==> src/rtl/srs_pkg.sv <==
package srs_pkg;
    typedef enum logic [2:0] {
        ST_POR  = 3'd0,
        ST_LOW  = 3'd1,
        ST_BDLY = 3'd2,
        ST_PWRT = 3'd3,
        ST_RUN  = 3'd4
    } srs_state_e;
endpackage

==> src/rtl/supply_sync.sv <==
module supply_sync #(
    parameter int W = 2
) (
    input  logic         clk,
    input  logic         rst_n,
    input  logic [W-1:0] d,
    output logic [W-1:0] q
);
    logic [W-1:0] meta_q;
    logic [W-1:0] sync_q;

    for (genvar i = 0; i < W; i++) begin : g_bit
        always_ff @(posedge clk or negedge rst_n) begin
            if (!rst_n) begin
                meta_q[i] <= 1'b0;
                sync_q[i] <= 1'b0;
            end else begin
                meta_q[i] <= d[i];
                sync_q[i] <= meta_q[i];
            end
        end
    end

    assign q = sync_q;
endmodule

==> src/rtl/pwrt_decode.sv <==
module pwrt_decode #(
    parameter int CYC_PER_MS = 16,
    parameter int CNT_W      = 12
) (
    input  logic [2:0]       sel,
    output logic [CNT_W-1:0] cycles
);
    // setting 0 means no timer; otherwise 2^sel milliseconds
    always_comb begin
        if (sel == 3'd0) begin
            cycles = '0;
        end else begin
            cycles = CNT_W'(CYC_PER_MS) << sel;
        end
    end
endmodule

==> src/rtl/status_regs.sv <==
module status_regs (
    input  logic       clk,
    input  logic       rst_n,
    input  logic       set_bor,
    input  logic       wr_en,
    input  logic [1:0] wdata,
    output logic [1:0] flags
);
    logic [1:0] flags_d;
    logic [1:0] flags_q;

    always_comb begin
        flags_d = flags_q;
        if (wr_en) begin
            flags_d = flags_d & wdata;
        end
        if (set_bor) begin
            flags_d[1] = 1'b1;
        end
    end

    always_ff @(posedge clk or negedge rst_n) begin
        if (!rst_n) begin
            flags_q <= 2'b01;
        end else begin
            flags_q <= flags_d;
        end
    end

    assign flags = flags_q;
endmodule

==> src/rtl/supply_reset_seq.sv <==
module supply_reset_seq
    import srs_pkg::*;
#(
    parameter int CYC_PER_MS = 16,
    parameter int POR_CYC    = 40,
    parameter int BOR_CYC    = 24
) (
    input  logic       clk,
    input  logic       por_good,
    input  logic       bor_good,
    input  logic [2:0] pwrt_sel,
    input  logic       stat_wr,
    input  logic [1:0] stat_wdata,
    output logic [1:0] stat_flags,
    output logic       sys_rst
);
    localparam int PWRT_MAX = 128 * CYC_PER_MS;
    localparam int MAX_A    = (POR_CYC > BOR_CYC) ? POR_CYC : BOR_CYC;
    localparam int MAX_ALL  = (MAX_A > PWRT_MAX) ? MAX_A : PWRT_MAX;
    localparam int CNT_W    = $clog2(MAX_ALL + 1);
    localparam logic [CNT_W-1:0] POR_LAST = CNT_W'(POR_CYC - 1);
    localparam logic [CNT_W-1:0] BOR_LAST = CNT_W'(BOR_CYC - 1);

    typedef struct packed {
        srs_state_e       st;
        logic [CNT_W-1:0] cnt;
        logic [CNT_W-1:0] lim;
        logic             rst;
    } seq_t;

    seq_t             s_d;
    seq_t             s_q;
    logic [1:0]       sync_q;
    logic             por_s;
    logic             bor_s;
    logic             set_bor;
    logic [CNT_W-1:0] pwrt_cyc;

    supply_sync #(.W(2)) u_sync (
        .clk   (clk),
        .rst_n (por_good),
        .d     ({bor_good, 1'b1}),
        .q     (sync_q)
    );
    assign por_s = sync_q[0];
    assign bor_s = sync_q[1];

    pwrt_decode #(.CYC_PER_MS(CYC_PER_MS), .CNT_W(CNT_W)) u_dec (
        .sel    (pwrt_sel),
        .cycles (pwrt_cyc)
    );

    status_regs u_stat (
        .clk     (clk),
        .rst_n   (por_good),
        .set_bor (set_bor),
        .wr_en   (stat_wr),
        .wdata   (stat_wdata),
        .flags   (stat_flags)
    );

    always_comb begin
        s_d     = s_q;
        set_bor = 1'b0;
        case (s_q.st)
            ST_POR: begin
                if (por_s) begin
                    if (s_q.cnt == POR_LAST) begin
                        s_d.cnt = '0;
                        s_d.st  = bor_s ? ST_RUN : ST_LOW;
                    end else begin
                        s_d.cnt = s_q.cnt + 1'b1;
                    end
                end
            end
            ST_LOW: begin
                s_d.cnt = '0;
                if (bor_s) begin
                    s_d.st = ST_BDLY;
                end
            end
            ST_BDLY: begin
                if (!bor_s) begin
                    s_d.st  = ST_LOW;
                    s_d.cnt = '0;
                    set_bor = 1'b1;
                end else if (s_q.cnt == BOR_LAST) begin
                    s_d.cnt = '0;
                    if (pwrt_cyc == '0) begin
                        s_d.st = ST_RUN;
                    end else begin
                        s_d.st  = ST_PWRT;
                        s_d.lim = pwrt_cyc;
                    end
                end else begin
                    s_d.cnt = s_q.cnt + 1'b1;
                end
            end
            ST_PWRT: begin
                if (!bor_s) begin
                    s_d.st  = ST_LOW;
                    s_d.cnt = '0;
                    set_bor = 1'b1;
                end else if (s_q.cnt == s_q.lim - 1'b1) begin
                    s_d.cnt = '0;
                    s_d.st  = ST_RUN;
                end else begin
                    s_d.cnt = s_q.cnt + 1'b1;
                end
            end
            ST_RUN: begin
                if (!bor_s) begin
                    s_d.st  = ST_LOW;
                    set_bor = 1'b1;
                end
            end
            default: begin
                s_d.st  = ST_LOW;
                s_d.cnt = '0;
            end
        endcase
        s_d.rst = (s_d.st != ST_RUN);
    end

    always_ff @(posedge clk or negedge por_good) begin
        if (!por_good) begin
            s_q.st  <= ST_POR;
            s_q.cnt <= '0;
            s_q.lim <= '0;
            s_q.rst <= 1'b1;
        end else begin
            s_q <= s_d;
        end
    end

    // raised asynchronously by either supply flag, released on a clock edge
    assign sys_rst = s_q.rst | ~por_good | ~bor_good;
endmodule

==> config.mk <==
export PLATFORM = sky130hd
export DESIGN_NAME = supply_reset_seq
export DESIGN_NICKNAME = d
export VERILOG_FILES = /design/src/rtl/srs_pkg.sv /design/src/rtl/supply_sync.sv /design/src/rtl/pwrt_decode.sv /design/src/rtl/status_regs.sv /design/src/rtl/supply_reset_seq.sv
export SDC_FILE = /design/constraint.sdc
export NUM_CORES = 1
export LEC_CHECK = 0
export ABC_AREA = 1
export CORE_MARGIN = 8
export CORE_UTILIZATION = 35
export CTS_BUF_LIST = sky130_fd_sc_hd__clkbuf_2 sky130_fd_sc_hd__clkbuf_4 sky130_fd_sc_hd__clkbuf_8
export DETAILED_ROUTE_END_ITERATION = 10
export GPL_TIMING_DRIVEN = 0
export PLACE_DENSITY_LB_ADDON = 0.2
export SYNTH_ARGS = -nofsm -noshare
export SYNTH_HDL_FRONTEND = slang
export SYNTH_SLANG_ARGS = --single-unit
==> constraint.sdc <==
create_clock -name clk -period 5.49 [get_ports clk]
set_clock_uncertainty 0.2 [all_clocks]
set_input_delay 1.098 -clock clk [delete_from_list [all_inputs] [get_ports clk]]
set_output_delay 1.098 -clock clk [all_outputs]
set_load 0.02 [all_outputs]
==> metrics.log <==
INFO  metric timing.critical_path.cells = buf_2, nand3b_1, clkdlybuf4s50_1
INFO  metric critical_path_required = 4.19 ns
INFO  metric placed_cells_incl_taps = 339
INFO  metric layout_overhead_on_the_synthesized_area = 18.1%
INFO  metric detailedRoute.firstIterationViolations = 76
INFO  metric critPathMaxStageDelay = 0.57 ns
INFO  metric grt-busiest-layer = met2
INFO  metric cp_data_arrival_time = 2.33 ns
INFO  metric ctsRootBufferMaster = clkbuf_8
INFO  metric place.port_buffers = 11
INFO  metric globalplace.congestion = 0.781
INFO  metric synthCells = 258
INFO  metric max_transition_viols_final = 0
INFO  metric finish.utilization = 42.3%
INFO  metric finalSetupViolCount = 0
INFO  metric route.vias.total = 1547
INFO  metric core_area = 5040 um^2
INFO  metric synth_mux_area_share = 0%
INFO  metric groute.layer.met2.usage = 16.5%
INFO  metric clock_latency_on_the_worst_skew_pair = 0.28 ns
INFO  metric p_switching = 0.000175 W
INFO  metric dpl_cell_area = 2010 um^2
INFO  metric cts.htree.levels = 2
INFO  metric wire_length_of_the_first_global_routing_pass = 6130 um
INFO  metric max_cap_violations = 0
INFO  metric fp-row-count = 26
INFO  metric total_die_area = 7720 um^2
INFO  metric antenna_left = 0
INFO  metric wl_per_cell = 10.1 um
INFO  metric routing_usage_on_met3 = 3.38%
INFO  metric power.internal = 0.000459 W
INFO  metric syn_avg_cell_area = 7.01 um^2
INFO  metric grt.total_usage = 10.2%
INFO  metric fin_area = 2130 um^2
INFO  metric cts.clk_slew.worst_paths = 0.06 ns
INFO  metric synth_top_family_by_area = simple AND/OR/NAND/NOR gates
INFO  metric crit_fanout = 30
INFO  metric finalPower = 0.000634 W
INFO  metric timing.critical_path.max_delay_family = buffers and inverters
INFO  metric numCtsBuffers = 5
INFO  metric cts_resized = 0
INFO  metric final_hpwl_from_detailed_placement = 2700 um
INFO  metric synth.yosys.seq_area_share = 40.3%
INFO  metric timing.final.crit_share = 66.1%
INFO  metric hold_buffers = 0
INFO  metric arithmetic_cell_share_of_the_synthesized_area_counting_full_adders_half_adders_and_majority_gates = 1.38%
INFO  metric overflow = 0
INFO  metric regArea = 728 um^2
INFO  metric timing_hold_violations_final = 0
INFO  metric ys_seq_elements = 29
INFO  metric cts_tree = done
INFO  metric synth-simple-area-share = 38.0%
INFO  metric post_synth_xor_area_fraction = 5.33%
INFO  metric cts_setup_buffers = 0
INFO  metric layout_min_cycle_time = 3.63 ns
INFO  metric finalNonFillerCells = 347
INFO  metric initial_core_util = 35.9%
INFO  metric io_pins = 12
INFO  metric postSynthNetCount = 269
INFO  metric grt_util_met1 = 12.2%
INFO  metric drive_above_1_share = 11.6%
INFO  metric worst_slew_margin_rel = 55.6%
INFO  metric route.final.wire_length = 3500 um
INFO  metric timing.critical_path.to_type = primary output
INFO  metric die_height = 87.9 um
INFO  metric combinationalPowerShare = 18.5%
INFO  metric switching_share = 27.6%
INFO  metric vdd_ir_drop_max = 141 uV
INFO  metric leakagePower = 1.12 nW
INFO  metric detail_route.vias_per_cell = 4.46
INFO  metric clk_path_buf_depth = 2
INFO  metric drt_first_pass_iters = 4
INFO  metric grt_start_max_net_pins = 31
INFO  metric power-per-cell-area = 297 nW/um^2
INFO  metric initial_antenna_violation_count = 0
INFO  metric critPathBufInv = 2
INFO  metric relative_contribution_of_sequential_cells_to_total_power = 39.7%
INFO  metric chip_width = 87.9 um
INFO  metric rsz0062_at_grt = false
INFO  metric tritoncts_sink_count = 29
INFO  metric fmax = 0.275 GHz
INFO  metric antennaDiodeCount = 0
INFO  metric fin_tns_setup = 0 ns
INFO  metric run_status = finished clean
INFO  metric post-route-drc-count = 0
INFO  metric ys_warn_count = 0
INFO  metric syn_area = 1810 um^2
INFO  metric portion_of_total_power_attributed_to_the_clock_network = 41.8%
INFO  metric highest_delay_cell_along_the_critical_path = clkdlybuf4s50_1
INFO  metric filler_cell_count = 525
INFO  metric first_global_vias = 1414
INFO  metric synth.lib_cells_used.distinct = 28
INFO  metric path_class = in2out
INFO  metric synth_compound_area_share = 5.05%
INFO  metric hp-class = reg2reg
INFO  metric worst_setup_path_start_kind = primary input
INFO  metric slew_at_the_pin_closest_to_its_max_slew_limit = 0.666 ns
INFO  metric multi_input_area = 903 um^2
INFO  metric final_net_count = 287
## layout by cell type (no fill, tap or decap), types with 2 or more instances in the layout
cell	count
xnor2_1	3
nand3_1	16
nand3_2	2
xor2_1	8
bufinv_16	2
nor2_2	2
nor2_1	29
dfrtp_1	27
inv_1	33
ha_1	2
nand4_1	4
nand3b_1	2
clkdlybuf4s50_1	10
a21oi_1	3
clkbuf_8	5
o21ai_0	12
nand2_1	87
nand2_2	6
nor3_1	4
dfstp_2	2
buf_2	7
## layout make-up
class                   instances  area share [%]
multi-input cells             187            42.3
flip-flops and latches         29            34.1
clock inverters                 3            3.05
plain buffers                   8            2.29
inverters                      34            5.98
repair buffers                 11            4.92
well taps                      70            4.10
clock buffers                   5            3.22
## layer usage
layer | wire, um | up-vias | part of all wire [%]
li1 | - | 831 | -
met1 | 1750 | 693 | 50
met2 | 1590 | 21 | 45
met3 | 135 | 2 | 3.9
met4 | 19 | 0 | 0.54
met5 | 0 | - | 0
## cell usage after synthesis
cell type	number	area, um^2
a21oi_1	3	15.0
buf_2	6	30.0
buf_4	1	7.51
buf_6	1	11.3
conb_1	1	3.75
dfrtp_1	27	676
dfstp_2	2	52.6
ha_1	2	25.0
inv_1	33	124
inv_2	1	3.75
nand2_1	87	327
nand2_2	6	37.5
nand3_1	16	80.1
nand3_2	2	20.0
nand3b_1	2	15.0
nand4_1	4	25.0
nor2_1	29	109
nor2_2	2	12.5
nor2_4	1	11.3
nor3_1	4	20.0
nor3_4	1	16.3
nor3b_1	1	7.51
o2111ai_1	1	8.76
o21a_1	1	7.51
o21ai_0	12	60.1
or2_0	1	6.26
xnor2_1	3	26.3
xor2_1	8	70.1
## worst reg2reg max path: cells and delay by family, from the launching register on
family | cells | cell delay, ns
and+or+nand+nor | 11 | 0.81
DFF | 1 | 0.41
adders and majority gates | 1 | 0.32
buffers and inverters | 3 | 0.28
## kinds of logic (layout without fill, tap and decap cells)
logic type | count (synthesis) | after routing
compound gates | 17 | 17
xor+xnor | 11 | 11
fa+ha+maj | 2 | 2
buf+inv | 42 | 61
flops | 29 | 29
other cells | 1 | 1
simple gates | 156 | 156
## per-stage QoR
stage / worst slack, ns / hold slack (ns)
floorplan: 2.91 / 0.131
global placement: 0.869 / 0.132
detailed placement: 0.843 / 0.136
CTS: 0.853 / 0.151
global route: 1.70 / 0.158
finish: 1.86 / 0.148
## path summary, 6_finish.rpt
path	depth (start not counted)	slack, ns	start	endpoint
worst min register to register	0	0.15	u_sync.meta_q[1]	u_sync.q[1]
worst min-delay path	0	0.15	u_sync.meta_q[1]	u_sync.q[1]
worst max-delay path	3	1.86	por_good	sys_rst
min in group asynchronous	1	0.65	por_good	s_q[6]
worst max register to register	15	3.36	s_q[6]	s_q[17]
max in group asynchronous	1	4.01	por_good	s_q[17]
## sequential cells by signal, indices dropped and copies added, names as in the netlist
| register | flops |
|---|---|
| s_q | 23 |
| u_stat.flags | 2 |
| u_sync.meta_q | 2 |
| u_sync.q | 2 |
## power groups by stage
stage                     registers (W)   logic, W  clock network [W]
after floorplan                0.000256  0.0000825                  0
after global placement         0.000256   0.000118                  0
after detailed placement       0.000256   0.000120                  0
after CTS                      0.000252   0.000120           0.000273
after global routing           0.000255   0.000137           0.000284
final                          0.000252   0.000117           0.000265
(Power assumes the default switching activity.)
